**src/rtl/misr_pkg.sv**
```systemverilog
package misr_pkg;

    parameter int unsigned MISR_DEF_WIDTH = 8;
    // x^8 + x^6 + x^5 + x^4 + 1, internal XOR after stages 3, 4 and 5
    parameter logic [MISR_DEF_WIDTH-1:0] MISR_DEF_TAPS = 8'h70;

    typedef enum logic [1:0] {
        UPD_HOLD  = 2'd0,
        UPD_FOLD  = 2'd1,
        UPD_CLEAR = 2'd2
    } upd_e;

endpackage

```
**src/rtl/misr_fold.sv**
```systemverilog
// Combinational next signature: one shift of the internal-XOR register
// plus the parallel data word. Data XORs exist only for used stages.
module misr_fold #(
    parameter int unsigned WIDTH  = 8,
    parameter int unsigned NUM_IN = 8,
    parameter logic [WIDTH-1:0] TAPS = 8'h70
) (
    input  logic [WIDTH-1:0]  sig_i,
    input  logic [NUM_IN-1:0] data_i,
    output logic [WIDTH-1:0]  sig_o
);
    logic fb;
    logic [WIDTH-1:0] shifted;

    assign fb = sig_i[WIDTH-1];

    genvar i;
    generate
        for (i = 0; i < WIDTH; i++) begin : g_stage
            if (i == 0) begin : g_head
                assign shifted[i] = fb;
            end else if (TAPS[i]) begin : g_tap
                assign shifted[i] = sig_i[i-1] ^ fb;
            end else begin : g_plain
                assign shifted[i] = sig_i[i-1];
            end

            if (i < NUM_IN) begin : g_data
                assign sig_o[i] = shifted[i] ^ data_i[i];
            end else begin : g_nodata
                assign sig_o[i] = shifted[i];
            end
        end
    endgenerate
endmodule

```
**src/rtl/misr_compare.sv**
```systemverilog
module misr_compare #(
    parameter int unsigned WIDTH = 8
) (
    input  logic [WIDTH-1:0] sig_i,
    input  logic [WIDTH-1:0] golden_i,
    input  logic             frozen_i,
    output logic             pass_o
);
    logic match;

    assign match  = (sig_i == golden_i);
    assign pass_o = frozen_i & match;
endmodule

```
**src/rtl/misr_core.sv**
```systemverilog
module misr_core
    import misr_pkg::*;
#(
    parameter int unsigned WIDTH  = MISR_DEF_WIDTH,
    parameter int unsigned NUM_IN = MISR_DEF_WIDTH,
    parameter logic [WIDTH-1:0] TAPS = MISR_DEF_TAPS
) (
    input  logic              clk,
    input  logic              rst_n,
    input  logic              clr,
    input  logic              en,
    input  logic              done,
    input  logic [NUM_IN-1:0] data_in,
    input  logic [WIDTH-1:0]  golden,
    output logic [WIDTH-1:0]  signature,
    output logic              frozen,
    output logic              pass
);
    typedef struct packed {
        logic [WIDTH-1:0] sig;
        logic             frozen;
    } state_t;

    state_t           st_d, st_q;
    logic [WIDTH-1:0] fold_sig;
    upd_e             act;

    misr_fold #(
        .WIDTH (WIDTH),
        .NUM_IN(NUM_IN),
        .TAPS  (TAPS)
    ) i_fold (
        .sig_i (st_q.sig),
        .data_i(data_in),
        .sig_o (fold_sig)
    );

    always_comb begin
        act = UPD_HOLD;
        if (clr) begin
            act = UPD_CLEAR;
        end else if (en && !st_q.frozen) begin
            act = UPD_FOLD;
        end

        st_d = st_q;
        unique case (act)
            UPD_CLEAR: st_d = '0;
            UPD_FOLD:  st_d.sig = fold_sig;
            default:   st_d = st_q;
        endcase

        if (!clr && done) begin
            st_d.frozen = 1'b1;
        end
    end

    always_ff @(posedge clk or negedge rst_n) begin
        if (!rst_n) begin
            st_q <= '0;
        end else begin
            st_q <= st_d;
        end
    end

    misr_compare #(
        .WIDTH(WIDTH)
    ) i_cmp (
        .sig_i   (st_q.sig),
        .golden_i(golden),
        .frozen_i(st_q.frozen),
        .pass_o  (pass)
    );

    assign signature = st_q.sig;
    assign frozen    = st_q.frozen;
endmodule

```
**config.mk**
```make
export PLATFORM = sky130hd
export DESIGN_NAME = misr_core
export DESIGN_NICKNAME = d
export VERILOG_FILES = /design/src/rtl/misr_pkg.sv /design/src/rtl/misr_fold.sv /design/src/rtl/misr_compare.sv /design/src/rtl/misr_core.sv
export SDC_FILE = /design/constraint.sdc
export NUM_CORES = 1
export LEC_CHECK = 0
export ABC_AREA = 1
export BUFFER_PORTS_ARGS = -buffer_cell sky130_fd_sc_hd__buf_2
export CAP_MARGIN = 20
export CORE_UTILIZATION = 46
export DETAILED_ROUTE_END_ITERATION = 7
export PLACE_DENSITY = 0.83
export SLEW_MARGIN = 20
export SYNTH_ARGS = -nofsm -noshare
export SYNTH_HDL_FRONTEND = slang
export SYNTH_SLANG_ARGS = --single-unit
```
**constraint.sdc**
```tcl
create_clock -name clk -period 1.53 [get_ports clk]
set_input_delay 0 -clock clk [delete_from_list [all_inputs] [get_ports clk]]
set_output_delay 0 -clock clk [all_outputs]
set_load 0.03 [all_outputs]
```
==> results of run 1 <==
-- kinds of logic (layout without fill, tap and decap cells) --
group / after synthesis / after routing
AO/OA/AOI/OAI: 11 / 11
XOR/XNOR: 8 / 8
buffers and inverters: 15 / 52
flip-flops: 9 / 9
AND/OR/NAND/NOR: 48 / 48
-- through the flow --
step	worst slack (ns)	hold slack, ns	utilization [%]	cells	power [uW]
detailed placement	0.380	-0.138	66.0	135	478
finish	0.174	0.0392	70.9	142	663
CTS	0.0954	0.0401	70.8	142	666
global route	0.0443	0.0511	70.9	142	706
global placement	0.388	-0.140	66.0	135	474
floorplan	0.192	-0.296	-	91	404
-- state kept, by name, indices dropped and copies added, names as in the netlist --
name and cells:
signature 8, frozen 1
-- metal layers --
metal  wire (microns)  up-vias
li1                 -      350
met1              685      290
met2              614       27
met3               78        2
met4               14        0
met5                0        -
-- synth_stat cells --
master,n
inv_1,14
nand2_1,34
dfrtp_1,9
xor2_1,6
nand3_1,4
nor2_1,7
a21oi_1,3
nand3b_1,1
nor2_4,1
xnor2_1,2
o21ai_0,8
inv_2,1
nand2_2,1
-- final cells by class --
type,count,area share [%]
Clock buffer,4,3.16
Inverter,15,6.78
Multi-Input combinational cell,67,39.0
Sequential cell,9,27.3
Tap cell,14,2.11
Timing Repair Buffer,33,21.7
-- worst max-delay path by stage --
stage	startpoint	end	slack, ns	depth (start not counted)
finish	signature[5]$_DFFE_PN0P_	pass	0.17	6
global route	signature[5]$_DFFE_PN0P_	pass	0.04	6
CTS	signature[7]$_DFFE_PN0P_	pass	0.1	7
detailed placement	signature[7]$_DFFE_PN0P_	pass	0.38	7
global placement	signature[7]$_DFFE_PN0P_	pass	0.39	7
floorplan	signature[7]$_DFFE_PN0P_	pass	0.19	6
-- cells in the final DEF (no fill, tap or decap) --
| cell type | synthesis | layout |
|---|---|---|
| nor2_1 | 7 | 7 |
| clkbuf_1 | 0 | 1 |
| dlygate4sd3_1 | 0 | 3 |
| xor2_1 | 6 | 6 |
| nand2_1 | 34 | 34 |
| a21oi_1 | 3 | 3 |
| nand2_2 | 1 | 1 |
| clkbuf_4 | 0 | 3 |
| nand3_1 | 4 | 4 |
| nand3b_1 | 1 | 1 |
| inv_2 | 1 | 1 |
| o21ai_0 | 8 | 8 |
| xnor2_1 | 2 | 2 |
| nor2_4 | 1 | 1 |
| inv_1 | 14 | 14 |
| dfrtp_1 | 9 | 8 |
| dfrtp_2 | 0 | 1 |
| buf_2 | 0 | 30 |
-- worst max-delay path, cell delays in order, from the launching register on --
cell and delay (ns):
dfrtp_1 0.45, nand2_1 0.12, nand2_1 0.05, nor2_1 0.08, nand3_1 0.10, nor2_1 0.09, buf_2 0.20
-- report_power, final --
group          total, uW  internal [uW]  leakage (uW)  switching [uW]
registers            281            257      0.000119            24.0
logic                200           78.6      0.000357             121
clock network        182            100     0.0000150            82.0
total                663            436      0.000490             227
-- what timing repair did --
| item | 4_1_cts | 5_1_grt |
|---|---|---|
| setup buffers | 0 | 0 |
| hold endpoints to repair | 10 | 0 |
| gates resized for setup | 0 | 1 |
| hold buffers | 3 | 0 |
| setup endpoints to repair | 0 | 1 |
==> results.ini, run 1 <==
[placement]
dpl-instance-area_sq_um = 773
port_buffers = 30
routabilityCongestion = 0.833
hpwl_microns = 1070

[sta]
clock_skew_ns = 0.00207
finalSetupTns_ns = 0
worst_pin_slew_ns = 0.223
slew_violations = 0
setup_viol = 0
fin_crit_sh_pct = 88.6
hold_violations = 0
fin_crit_ns = 1.36
slew_headroom_pct = 85.1
max_freq_ghz = 0.738
rsz0062_at_grt = false

[floorplanning]
ios = 31
core_sq_mm = 0.00117
initial_core_util_pct = 51.7
num_rows = 12
fp.dieArea_sq_mm = 0.00147
die_height_microns = 38.3
dieWidth_microns = 38.3

[worst_hold_path]
holdPathStages = 4
worstHoldStart = data_in[2]
hold_class = input port to flip-flop
hold_end = signature[2]$_DFFE_PN0P_

[clock_tree]
cts_tree = built
cts_buffers = 3
clkTransAtPathRegs_ns = 0.06
cts.sinks = 9
clk_latency_ns = 0.25
cts_buffer_depth = 2
htree_levels = 1
clockRootBuffer = clkbuf_4

[synthesis]
syn_inst = 91
seq_area_frac_synth_pct = 37.2
synth_area_sq_um = 606
synth-compound-area-share_pct = 9.09
synth.largest_area_cell = dfrtp_1
synth_adder_area_share_pct = 0
yosysUniqueCellTypes = 13
syn_nets = 112
synth.area.mux_share_pct = 0
ys_top_cells_by_area = dfrtp_1, nand2_1, inv_1
ys_seq_elements = 9
syn_avg_cell_area_sq_um = 6.65
yosys.area.top_type_share_pct = 37.2
yosysWarnings = 0
synth_simple_gate_area_share_pct = 32.9
synth_xor_area_share_pct = 11.6
synth_top_family_by_area = simple AND/OR/NAND/NOR gates

[status]
status = finished clean

[setup_path]
endpoint_kind = output port
worst_r2r_endpoint = frozen$_DFFE_PN0P_
cp_max_fo = 6
path_class = flip-flop to output port
cp.arrival_ns = 1.36
rr_startpoint = frozen$_DFFE_PN0P_
cp.required_ns = 1.53
r2r_cells = 3
cp-start-kind = flip-flop
r2r_slack_ns = 0.33

[grt]
grt_pass1_wl_microns = 2130
met3_usage_pct = 3.49
grt_pass1_vias = 547
gr-total-overflow = 0
grt_use_met2_pct = 33.5
met1_usage_pct = 29.2
grt_max_degree = 10
grt_busiest_layer = met2
track_usage_pct = 21.3
antenna_found_initial = 0

[drt]
drc = 0
ant_nets = 0
wire_per_inst_microns = 9.81
dr_total_vias = 669
viasPerCell = 4.71
drt_wl_total_microns = 1390
first_pass_iters = 4
drtIter0Drc = 10

[finish]
multi_input_area_sq_um = 324
design_area_sq_um = 831
drive_gt1_share_pct = 28.9
fin_nets = 150
num_antenna_cells = 0
fillerInstances = 107
regArea_sq_um = 226
area_growth_syn_to_layout_pct = 37.2

[run]
drv_cap = 0

[pwr]
total_leakage_power_uw = 0.000490
p_per_area_mw_per_mm2 = 798
ir_worst_vdd_v = 0.000554

Power figures use the tool's default switching activity.
==> run 2: changes to the inputs <==
- CELL_PAD_IN_SITES_DETAIL_PLACEMENT: default -> 1
- CELL_PAD_IN_SITES_GLOBAL_PLACEMENT: default -> 1
- CORE_ASPECT_RATIO: default -> 1.5
- CORE_UTILIZATION: 46 -> 31
- PLACE_DENSITY: 0.83 -> 0.84
==> results.ini, run 2 (synthesis gave the netlist of run 1 again) <==
[placement]
routabilityCongestion = 0.820
dpl-instance-area_sq_um = 782
hpwl_microns = 1460
port_buffers = 30
place_ws_ns = 0.385

[setup_path]
cp.arrival_ns = 1.43
critPathTopFamily = flip-flops
cp_num_buf_inv = 2
path_class = flip-flop to output port
critPathMaxStageDelay_ns = 0.46
r2r_slack_ns = 0.33
cp-start-kind = flip-flop
slowest_stage = dfrtp_1
cp_cell_sequence = inv_1 > nand2_1 > o21ai_0 > nand3b_1 > nor2_1 > buf_2
endpoint_kind = output port
cp_max_fo = 6
cp.required_ns = 1.53

[clock_tree]
post_cts_resized = 0
cts_buffer_depth = 2
clockRootBuffer = clkbuf_4
cts.sinks = 9
post_cts_buffers = 0
htree_levels = 1
clkTransAtPathRegs_ns = 0.06
cts_buffers = 3
clk_latency_ns = 0.26
cts_tree = built

[sta]
slew_violations = 0
final.setup.worst_slack_ns = 0.104
rsz0062_at_grt = false
max_freq_ghz = 0.701
fin_crit_ns = 1.43
worst_hold_slack_ns = 0.0402
hold_violations = 0
fin_crit_sh_pct = 93.2
worst_pin_slew_ns = 0.276
clock_skew_ns = 0.00200
slew_headroom_pct = 81.6
finalSetupTns_ns = 0
setup_viol = 0

[finish]
design_area_sq_um = 838
fillerInstances = 249
layout_commonest_cell = nand2_1
area_growth_syn_to_layout_pct = 38.4
largest_register_ffs = 8
final_cell_mix = nand2_1, buf_2, inv_1, dfrtp_1, o21ai_0
fin_nets = 150
drive_gt1_share_pct = 28.1
num_antenna_cells = 0

[drt]
wire_per_inst_microns = 12.6
drt_wl_total_microns = 1870
dr_total_vias = 700
viasPerCell = 4.70
drtIter0Drc = 10
drc = 0
first_pass_iters = 4
ant_nets = 0

[grt]
track_usage_pct = 19.8
grt_max_degree = 10
antenna_found_initial = 0
grt_pass1_wl_microns = 3020
grt_pass1_vias = 741
gr-total-overflow = 0

[floorplanning]
die_height_microns = 56.1
initial_core_util_pct = 33.1
core_sq_mm = 0.00183
dieWidth_microns = 38.1
fp.dieArea_sq_mm = 0.00214
ios = 31
num_rows = 19

[worst_hold_path]
hold_class = input port to flip-flop

[run]
drv_cap = 0

[pwr]
total_leakage_power_uw = 0.000492
ir_worst_vdd_v = 0.000523
p_per_area_mw_per_mm2 = 809
p_total_uw = 679

[status]
status = finished clean

[run 2: final timing paths]
| kind | startpoint | cells past startpoint | end |
|---|---|---|---|
| max reg2reg | frozen$_DFFE_PN0P_ | 3 | frozen$_DFFE_PN0P_ |
| min reg2reg | signature[6]$_DFFE_PN0P_ | 2 | signature[6]$_DFFE_PN0P_ |
| min in group asynchronous | rst_n | 2 | signature[3]$_DFFE_PN0P_ |
| min | data_in[2] | 4 | signature[2]$_DFFE_PN0P_ |
| max in group asynchronous | rst_n | 2 | signature[1]$_DFFE_PN0P_ |
| max | signature[5]$_DFFE_PN0P_ | 6 | pass |
[run 2: area by class of cell]
type / instances / area (sq um) / share of cell area (%)
Timing Repair Buffer: 33 / 180 / 21.5
Inverter: 15 / 56.3 / 6.72
Sequential cell: 9 / 225 / 26.9
Multi-Input combinational cell: 67 / 324 / 38.7
Tap cell: 21 / 26.3 / 3.13
Clock buffer: 4 / 26.3 / 3.13
[run 2: per-stage QoR]
stage               cells  utilization (%)
detailed placement    142             42.7
global placement      142             42.7
global route          149             45.8
floorplan              91                -
finish                149             45.8
CTS                   149             45.8
[run 2: worst register-to-register path, delay by kind of cell, from the launching register on]
kind                   cells  cell delay (ns)
and+or+nand+nor            2             0.15
buffers and inverters      1             0.54
DFF                        1             0.39
[run 2: what timing repair did]
item,4_1_cts,5_1_grt
hold buffers,3,0
setup endpoints to repair,0,0
endpoints found under the hold margin,10,0
[run 2: report_power, final]
| part | leakage (uW) | switching (uW) | total, uW | internal, uW |
|---|---|---|---|---|
| Clock | 0.0000150 | 87.4 | 188 | 101 |
| Combinational | 0.000357 | 130 | 209 | 78.7 |
| Sequential | 0.000120 | 24.7 | 281 | 257 |
[run 2: routing by layer]
metal,track usage (%),wire (microns)
met5,0,0
met4,9.18,42
met3,3.20,82
met2,33.9,1030
met1,22.6,712
==> run 3: changes to the inputs <==
==> constraint.sdc (replaced) <==
create_clock -name clk -period 1.53 [get_ports clk]
set_input_delay 0.306 -clock clk [delete_from_list [all_inputs] [get_ports clk]]
set_output_delay 0.306 -clock clk [all_outputs]
set_load 0.03 [all_outputs]
==> results.ini, run 3 (synthesis gave the netlist of run 1 again) <==
[pwr]
p_comb_share_pct = 32.9
swShare_pct = 35.3
p_sw_uw = 245
p_seq_share_pct = 40.1
total_leakage_power_uw = 0.000514
p_per_area_mw_per_mm2 = 790
p_total_uw = 694
pwr-share-clk_pct = 27.0
internal_power_uw = 449
ir_worst_vdd_v = 0.000485

[setup_path]
r2r_slack_ns = 0.36
cp_max_fo = 3
path_class = flip-flop to output port
r2r_cells = 6
worst_r2r_endpoint = signature[4]$_DFFE_PN0P_
cp-start-kind = flip-flop
cp.arrival_ns = 1.28
cp.required_ns = 1.22
endpoint_kind = output port
rr_startpoint = frozen$_DFFE_PN0P_

[clock_tree]
clkTransAtPathRegs_ns = 0.07
cts_tree = built
clk_latency_ns = 0.27
clockRootBuffer = clkbuf_4
cts.sinks = 9
htree_levels = 1
cts_buffers = 3
cts_buffer_depth = 2

[finish]
final_cell_mix = nand2_1, buf_2, inv_1, o21ai_0, dfrtp_1
drive_gt1_share_pct = 37.1
largest_register_ffs = 8
fillerInstances = 260
layout_commonest_cell = nand2_1
final_cells = 153
design_area_sq_um = 878
fin_nets = 154
fin_util_pct = 48.0
area_growth_syn_to_layout_pct = 45.0
num_antenna_cells = 0

[sta]
rsz0062_at_grt = true
worst_pin_slew_ns = 0.217
slew_violations = 0
final.setup.worst_slack_ns = -0.0598
fin_crit_ns = 1.59
clock_skew_ns = 0.00962
slew_headroom_pct = 85.4
hold_violations = 0
fin_crit_sh_pct = 104
max_freq_ghz = 0.629
setup_viol = 1

[grt]
grt_pass1_vias = 787
track_usage_pct = 21.2
grt_max_degree = 10
grt_pass1_wl_microns = 3260
gr-total-overflow = 0
antenna_found_initial = 0

[floorplanning]
num_rows = 19
die_height_microns = 56.1
fp.dieArea_sq_mm = 0.00214
initial_core_util_pct = 33.1
core_sq_mm = 0.00183
ios = 31
dieWidth_microns = 38.1

[drt]
viasPerCell = 4.76
ant_nets = 0
wire_per_inst_microns = 12.0
dr_total_vias = 728
drc = 0
first_pass_iters = 2
drtIter0Drc = 2
drt_wl_total_microns = 1830

[placement]
dpl-instance-area_sq_um = 792
port_buffers = 30
dp_cells = 143
routabilityCongestion = 0.767
hpwl_microns = 1460

[run]
drv_cap = 0

[worst_hold_path]
hold_end = frozen$_DFFE_PN0P_
worstHoldStart = clr
hold_class = input port to flip-flop
holdPathStages = 2

[status]
violations = negative setup slack
status = finished, violations left

run 3: layer usage:
metal  vias to the layer above  global-route usage (%)  part of all wire (%)
met5                         -                       0                     0
met4                         0                    9.18                   1.9
met3                         5                    4.00                   3.4
met2                        14                    35.6                    56
met1                       349                    24.7                    39
li1                        360                       -                     -
run 3: area by class of cell:
class	instances	area, sq um	area share [%]
Sequential cell	9	226	25.8
Multi-Input combinational cell	67	329	37.5
Clock buffer	4	26.3	2.99
Tap cell	21	26.3	2.99
Inverter	15	58.8	6.70
Timing Repair Buffer	37	211	24.1
run 3: power groups by stage:
stage | clock network (uW) | logic (uW) | registers [uW]
after floorplan | 0 | 84.8 | 320
after detailed placement | 0 | 206 | 284
after global routing | 204 | 256 | 281
after global placement | 0 | 203 | 281
after CTS | 193 | 229 | 277
final | 187 | 228 | 279
run 3: worst max-delay path by stage:
stage                              from    to  cells after the start
5_1_grt        signature[4]$_DFFE_PN0P_  pass                      7
3_3_place_gp   signature[7]$_DFFE_PN0P_  pass                      7
4_1_cts        signature[4]$_DFFE_PN0P_  pass                      7
6_report       signature[3]$_DFFE_PN0P_  pass                      7
2_1_floorplan  signature[7]$_DFFE_PN0P_  pass                      6
3_5_place_dp   signature[7]$_DFFE_PN0P_  pass                      7
run 3: critical path, stage by stage, from the launching register on:
cell	delay (ns)
dfrtp_1	0.39
inv_2	0.06
nand2_2	0.05
nand2_1	0.05
nor2_1	0.11
nand3_1	0.11
nor2_2	0.11
buf_6	0.14
run 3: per-stage QoR:
stage / setup slack (ns) / setup TNS (ns) / hold slack (ns)
6_report: -0.0598 / -0.0598 / 0.245
5_1_grt: -0.148 / -0.148 / 0.251
4_1_cts: -0.0713 / -0.0713 / 0.248
3_5_place_dp: 0.117 / 0 / 0.178
3_3_place_gp: 0.173 / 0 / 0.173
2_1_floorplan: 0.00643 / 0 / 0.0104
run 3: timing repair:
action,4_1_cts,5_1_grt
gates resized for setup,5,4
cloned,0,0
hold endpoints to repair,9,0
hold buffers,1,0
endpoints found under the setup margin,1,1
setup buffers,5,0
pin swaps,1,1
